$ cat config.mk
export PLATFORM = sky130hd
export DESIGN_NAME = txflow_dirctl
export DESIGN_NICKNAME = d
export VERILOG_FILES = /design/src/rtl/txflow_dirctl.sv
export SDC_FILE = /design/constraint.sdc
export NUM_CORES = 1
export LEC_CHECK = 0
export CAP_MARGIN = 30
export CORE_MARGIN = 3
export CORE_UTILIZATION = 27
export DETAILED_ROUTE_END_ITERATION = 10
export DONT_BUFFER_PORTS = 1
export PLACE_DENSITY_LB_ADDON = 0.1
export SYNTH_ARGS = -nofsm -noshare
export SYNTH_HDL_FRONTEND = slang
export SYNTH_SLANG_ARGS = --single-unit
$ cat constraint.sdc
create_clock -name clk -period 1.4 [get_ports clk]
set_clock_uncertainty 0.05 [all_clocks]
set_input_delay 0.14 -clock clk [delete_from_list [all_inputs] [get_ports clk]]
set_output_delay 0.14 -clock clk [all_outputs]
set_load 0.01 [all_outputs]
$ cat src/rtl/txflow_dirctl.sv
module txflow_dirctl #(
  parameter int SYNC_STAGES = 2,
  parameter int DLY_W       = 4
) (
  input  logic             clk,
  input  logic             rst_n,
  input  logic             fifo_empty,
  input  logic             ser_busy,
  input  logic             stop_done,
  input  logic             bit_tick,
  input  logic             cts_n,
  input  logic             auto_cts_en,
  input  logic             cts_flow_sel,
  input  logic             dir_ctl_en,
  input  logic             mcr_rts,
  input  logic             ext_en,
  input  logic             dly_wr,
  input  logic [DLY_W-1:0] dly_wdata,
  output logic             start_grant,
  output logic             rts_n
);

  localparam int SW = (SYNC_STAGES < 2) ? 2 : SYNC_STAGES;

  typedef enum logic [1:0] {DIR_IDLE, DIR_SEND, DIR_TURN} dir_t;

  logic [SW-1:0]    cts_sync;
  logic             cts_hold;
  logic             gnt_q;
  logic [DLY_W-1:0] dly_q;
  logic [DLY_W-1:0] cnt_q;
  dir_t             st_q;

  always_ff @(posedge clk or negedge rst_n)
    if (!rst_n) cts_sync <= '1;
    else        cts_sync <= {cts_sync[SW-2:0], cts_n};

  assign cts_hold    = auto_cts_en & cts_flow_sel & cts_sync[SW-1];
  assign start_grant = ~fifo_empty & ~ser_busy & ~cts_hold & ~gnt_q;

  always_ff @(posedge clk or negedge rst_n)
    if (!rst_n) gnt_q <= 1'b0;
    else        gnt_q <= start_grant;

  always_ff @(posedge clk or negedge rst_n)
    if (!rst_n)               dly_q <= '0;
    else if (dly_wr && ext_en) dly_q <= dly_wdata;

  always_ff @(posedge clk or negedge rst_n) begin
    if (!rst_n) begin
      st_q  <= DIR_IDLE;
      cnt_q <= '0;
    end else if (!dir_ctl_en) begin
      st_q  <= DIR_IDLE;
      cnt_q <= '0;
    end else begin
      case (st_q)
        DIR_IDLE: if (start_grant) st_q <= DIR_SEND;
        DIR_SEND: if (stop_done && fifo_empty) begin
          if (dly_q == '0) st_q <= DIR_IDLE;
          else begin
            st_q  <= DIR_TURN;
            cnt_q <= dly_q;
          end
        end
        DIR_TURN: if (!fifo_empty) st_q <= DIR_SEND;
          else if (bit_tick) begin
            if (cnt_q == DLY_W'(1)) st_q <= DIR_IDLE;
            cnt_q <= cnt_q - 1'b1;
          end
        default: st_q <= DIR_IDLE;
      endcase
    end
  end

  assign rts_n = dir_ctl_en ? (st_q == DIR_IDLE) : ~mcr_rts;

endmodule

=== Word-level counts from Yosys, hierarchy flattened ===
Cells that the tools add are included.

* Add/subtract/negate cells: 1
* Eq/ne operators: 11
* Mux-type cells: 15
* Bitwise operators: 10
* Reduce and logical (&&, ||, !) cells: 6

{| class="wikitable"
|+ Operators by type and width
! kind !! number
|-
| 4-bit 2-to-1 mux || 5
|-
| 3-bit != test, second input constant || 5
|-
| 2-bit 2-to-1 mux || 7
|-
| 4-bit != test, second input constant || 2
|-
| 4-bit case mux with 2 select lines || 1
|-
| 2-bit case mux with 3 select lines || 1
|-
| 1-bit bitwise AND || 5
|-
| 1-bit NOT || 5
|-
| 5-bit AND reduction || 1
|-
| 4-bit by 1-bit equality test with 1-bit output, second input constant || 1
|-
| 4-bit logical NOT || 1
|-
| 4-bit AND reduction || 1
|-
| 4-bit by 1-bit subtractor with 4-bit output, second input constant || 1
|-
| 3-bit by 1-bit != test with 1-bit output, second input constant || 1
|-
| 2-bit by 1-bit equality test with 1-bit output, second input constant || 1
|-
| 2-bit equality test, second input constant || 1
|-
| 1-bit logical AND || 2
|-
| 2-bit logical NOT || 1
|-
| 1-bit 2-to-1 mux || 1
|}

* Register bits after elaboration: 13
* Input port bits: 17
* Output and inout port bits: 2
* Logic and storage cells: 48

=== Logic depth before layout (Yosys ltp) ===
* Depth after elaboration: 8
* Gate-level depth with buffers: 6
* Depth with buffers taken out: 5

=== Worst setup path after synthesis ===
OpenSTA, ideal clock, no wires.

* Kind: register -> register
* Start: register cts_sync[1]
* End: register st_q[0]
* Library setup time: 0.073 ns
* Arrival: 1.155 ns
* Required time: 1.277 ns
* Slack: 0.122 ns
* Stages on the path, launching flop included: 5
* Path buffers: 0
* Clock period less this slack: 1.278 ns
* Cell sequence: dfstp_2 and3_1 nor4_1 nor3_1 nor2_1

* Longest elaborated chain between the ends: 6

{| class="wikitable"
|+ RTL lines
! item !! line !! source
|-
| start: declaration || 27 || <nowiki>logic [SW-1:0] cts_sync;</nowiki>
|-
| start signal: assignment || 36 || <nowiki>else cts_sync <= {cts_sync[SW-2:0], cts_n};</nowiki>
|-
| 1-bit bitwise AND || 38 || <nowiki>assign cts_hold = auto_cts_en & cts_flow_sel & cts_sync[SW-1];</nowiki>
|-
| 1-bit NOT || 39 || <nowiki>assign start_grant = ~fifo_empty & ~ser_busy & ~cts_hold & ~gnt_q;</nowiki>
|-
| 1-bit bitwise AND (2 in series) || 39 ||
|-
| named net start_grant || 19 || <nowiki>output logic start_grant,</nowiki>
|-
| 3-bit != test (no source line) || - ||
|-
| 4-bit AND reduction (no source line) || - ||
|-
| end signal: assignment || 51 || <nowiki>st_q <= DIR_IDLE;</nowiki>
|-
| end signal: assignment || 54 || <nowiki>st_q <= DIR_IDLE;</nowiki>
|-
| end signal: assignment || 58 || <nowiki>DIR_IDLE: if (start_grant) st_q <= DIR_SEND;</nowiki>
|-
| end: declaration || 32 || <nowiki>dir_t st_q;</nowiki>
|}

The timed path passes the listed nets, and every way through them passes these cells.
A chain may end at the register's enable or synchronous reset.

=== Worst setup path after layout ===
* Start: register st_q[1]
* End: register cnt_q[1]

* Longest elaborated chain between the ends: 3
* Elaborated cells on any way between the ends: 10
* Classes of those cells: 7 x eq/ne; 2 x mux; 1 x reduce/logical

{| class="wikitable"
|+ RTL lines
! item !! line !! source
|-
| 2-bit equality test or 2-bit by 1-bit equality test with 1-bit output (tied branches) || 57 || <nowiki>case (st_q)</nowiki>
|-
| 3-bit by 1-bit != test with 1-bit output (no source line) (tied with other cells) || - ||
|-
| 5-bit AND reduction (no source line) or 4-bit 2-to-1 mux (tied branches) || - ||
|-
| end signal: assignment || 63 || <nowiki>cnt_q <= dly_q;</nowiki>
|-
| end signal: assignment || 69 || <nowiki>cnt_q <= cnt_q - 1'b1;</nowiki>
|-
| end: declaration || 31 || <nowiki>logic [DLY_W-1:0] cnt_q;</nowiki>
|}

Several ways; a longest one is shown, not always the timed one.

==> results.ini <==
[outcome]
run_status = finished, violations left
violations_in_the_final_reports = hold timing

[worst_setup_path]
worstPathBufferInverterCount = 1
timing.critical_path.slowest_cell_delay_ps = 450
critical_path.slowest_cell = sky130_fd_sc_hd__dfrtp_2
path_class = flop to flop
worst_ep_arrival_time_ps = 1480
critPathCaptureType = flop
timing.critical_path.max_delay_family = flip-flops
crit_chain = buf_4 -> xor2_2 -> o211ai_2 -> o21ai_1 -> o2bb2ai_1
critPathLaunchType = flop
critPathMaxFanout = 5
cp_data_required_time_ps = 1550

[clocking]
cts.htree.levels = 1
clk_root_buffer_cell = sky130_fd_sc_hd__clkbuf_4
clock_insertion_delay_worst_skew_ps = 280
cts.sinks = 13
numCtsBuffers = 3
tritoncts_clock_tree = yes
clockBufferDepth = 2
clkTransAtPathRegs_ps = 80

[cells_and_area]
fillerInstances = 285
layout.cells.most_common = sky130_fd_sc_hd__buf_4
layout-drive-gt1-share_pct = 42.6
layout.area.seq_um2 = 330
diodes = 0
fin_nets = 114
multi_input_comb_area_um2 = 444
layout.cells.most_common_list = 13 x sky130_fd_sc_hd__buf_4, 9 x sky130_fd_sc_hd__dfrtp_1, 8 x sky130_fd_sc_hd__dlygate4sd3_1, 5 x sky130_fd_sc_hd__inv_1
synthToLayoutAreaGrowth_pct = 31.4

[timing]
report.final.slew_viol_count = 0
final_hold_viol_count = 1
fmax_ghz = 0.753
final.setup.tns_ps = 0
setup_repair_after_global_routing_missed_its_margin = yes
tightestPinTransition_ps = 656
worst_hold_slack_ps = -3.94
fin_crit_sh_pct = 94.9
setup_viol_count_final = 0
period_minus_slack_ps = 1330
worst_slew_margin_rel_pct = 56.1

[placed_design]
place.port_buffers = 0
place_congestion = 0.771
dpl.hpwl_mm = 1.29

[job]
drv.max_cap_violation_count = 0

[route]
vias = 632
avgRoutedWirePerCell_um = 14.6
remaining_drc_errors = 0
drtIter0Drc = 20
firstDrtPassIters = 4
drtAntennaViolNets = 0
viasPerCell = 5.06
final_wirelength_mm = 1.83

[floorplan]
placementRows = 19
initial_utilization_pct = 28.7
io-pin-count = 19
die_height_um = 60.3
core_region_area_um2 = 2780
dieArea_um2 = 3640
floorplan.die.width_um = 60.3

[global_routing]
grt_pass1_wl_mm = 2.88
antenna_found_initial = 0
first_global_vias = 645
globalRouteOverflowTotal = 0
maximum_number_of_pins_on_one_net_before_global_route_repair = 14
grt_usage_pct = 11.3

[yosys]
synth-warning-count = 0
average_cell_area_after_synthesis_um2 = 11.1
synth_enable_flop_cells = 0
unique_cell_type_count_in_the_yosys_netlist = 33
postSynthRegisterBits = 13
synth-async-reset-ratio_pct = 100
synth.yosys.seq_area_share_pct = 41.1
syn-cell-area_um2 = 797
synthFlopType = sky130_fd_sc_hd__dfrtp_1
syn_inst = 72
synthesis.nets = 91

[power_and_ir_drop]
leakagePower_nw = 0.430
vdd_drop_max_mv = 0.591
power.density_nw_per_um2 = 1110

[worst_hold_path]
hold_path_class = primary input to flop

worst register-to-register path, delay by kind of cell, from the launching register on:
family,cells,cell delay [ps]
xor+xnor,1,190
compound gates,3,410
buf+inv,1,150
flops,1,450
cell type report:
class | instances | area share [%]
flip-flops and latches | 13 | 31.5
repair buffers | 22 | 18.0
clock buffers | 4 | 2.51
multi-input cells | 50 | 42.4
well taps | 31 | 3.70
inverters | 5 | 1.79
layer usage:
metal,track usage [%],up-vias,wire length [um]
li1,-,304,-
met1,14.2,305,868
met2,17.6,18,834
met3,2.77,5,84
met4,6.65,0,40
met5,0,-,0
what timing repair did:
item,4_1_cts,5_1_grt
endpoints found under the hold margin,21,3
hold buffers,7,1
pin swaps,1,5
setup buffers,4,2
resized for setup,6,4
setup endpoints to repair,3,5
sequential cells by signal, indices dropped and copies added (netlist names):
register / flops
cnt_q: 4
cts_sync: 2
st_q: 2
dly_q: 4
gnt_q: 1
power by group:
group	internal [mW]	total, mW	switching (mW)
Clock	0.110	0.234	0.123
Combinational	0.240	0.424	0.184
Sequential	0.434	0.503	0.0683
worst paths after layout:
path                                       startpoint               endpoint  slack (ps)  depth (start not counted)
max in group asynchronous                       rst_n    st_q[0]$_DFFE_PN0P_         570                          1
worst max-delay path              st_q[1]$_DFFE_PN0P_   cnt_q[1]$_DFFE_PN0P_          70                          5
worst min register to register  cts_sync[0]$_DFF_PN1_  cts_sync[1]$_DFF_PN1_         310                          0
min in group asynchronous                       rst_n    st_q[1]$_DFFE_PN0P_         280                          1
worst min-delay path                       fifo_empty        gnt_q$_DFF_PN0_          -4                          2
worst max register to register    st_q[1]$_DFFE_PN0P_   cnt_q[1]$_DFFE_PN0P_          70                          5
Yosys cell counts, types with 3 or more instances:
cell	number	share of area, %
sky130_fd_sc_hd__dfrtp_1	11	35
sky130_fd_sc_hd__inv_1	5	2.4
sky130_fd_sc_hd__mux2_2	4	5.7
sky130_fd_sc_hd__nand2_1	4	1.9
sky130_fd_sc_hd__nor2_1	4	1.9
sky130_fd_sc_hd__o21ai_1	4	2.5
sky130_fd_sc_hd__buf_6	3	4.2
sky130_fd_sc_hd__o2bb2ai_1	3	3.3
cell families (layout without fill, tap and decap cells):
group	Yosys count	in the layout	synth area share, %
adder cells (fa/ha/maj)	2	2	3.14
XOR/XNOR	1	1	2.04
AO/OA/AOI/OAI	22	22	20.1
multiplexers	5	5	6.91
AND/OR/NAND/NOR	20	20	19.2
buffers and inverters	9	31	7.54
flip-flops	13	13	41.1
per-stage QoR:
| step | util [%] | cell area [um2] | cells | total power, mW | setup slack, ps |
|---|---|---|---|---|---|
| 4_1_cts | 36.2 | 1010 | 123 | 1.15 | -33.1 |
| 2_1_floorplan | - | 797 | 72 | 0.755 | 123 |
| 5_1_grt | 37.7 | 1050 | 125 | 1.25 | -20.4 |
| 6_report | 37.7 | 1050 | 125 | 1.16 | 72.0 |
| 3_5_place_dp | 31.0 | 862 | 108 | 0.864 | 18.6 |
| 3_3_place_gp | 31.0 | 862 | 108 | 0.867 | 10.7 |
No activity file was read; power rests on OpenSTA's default activity.
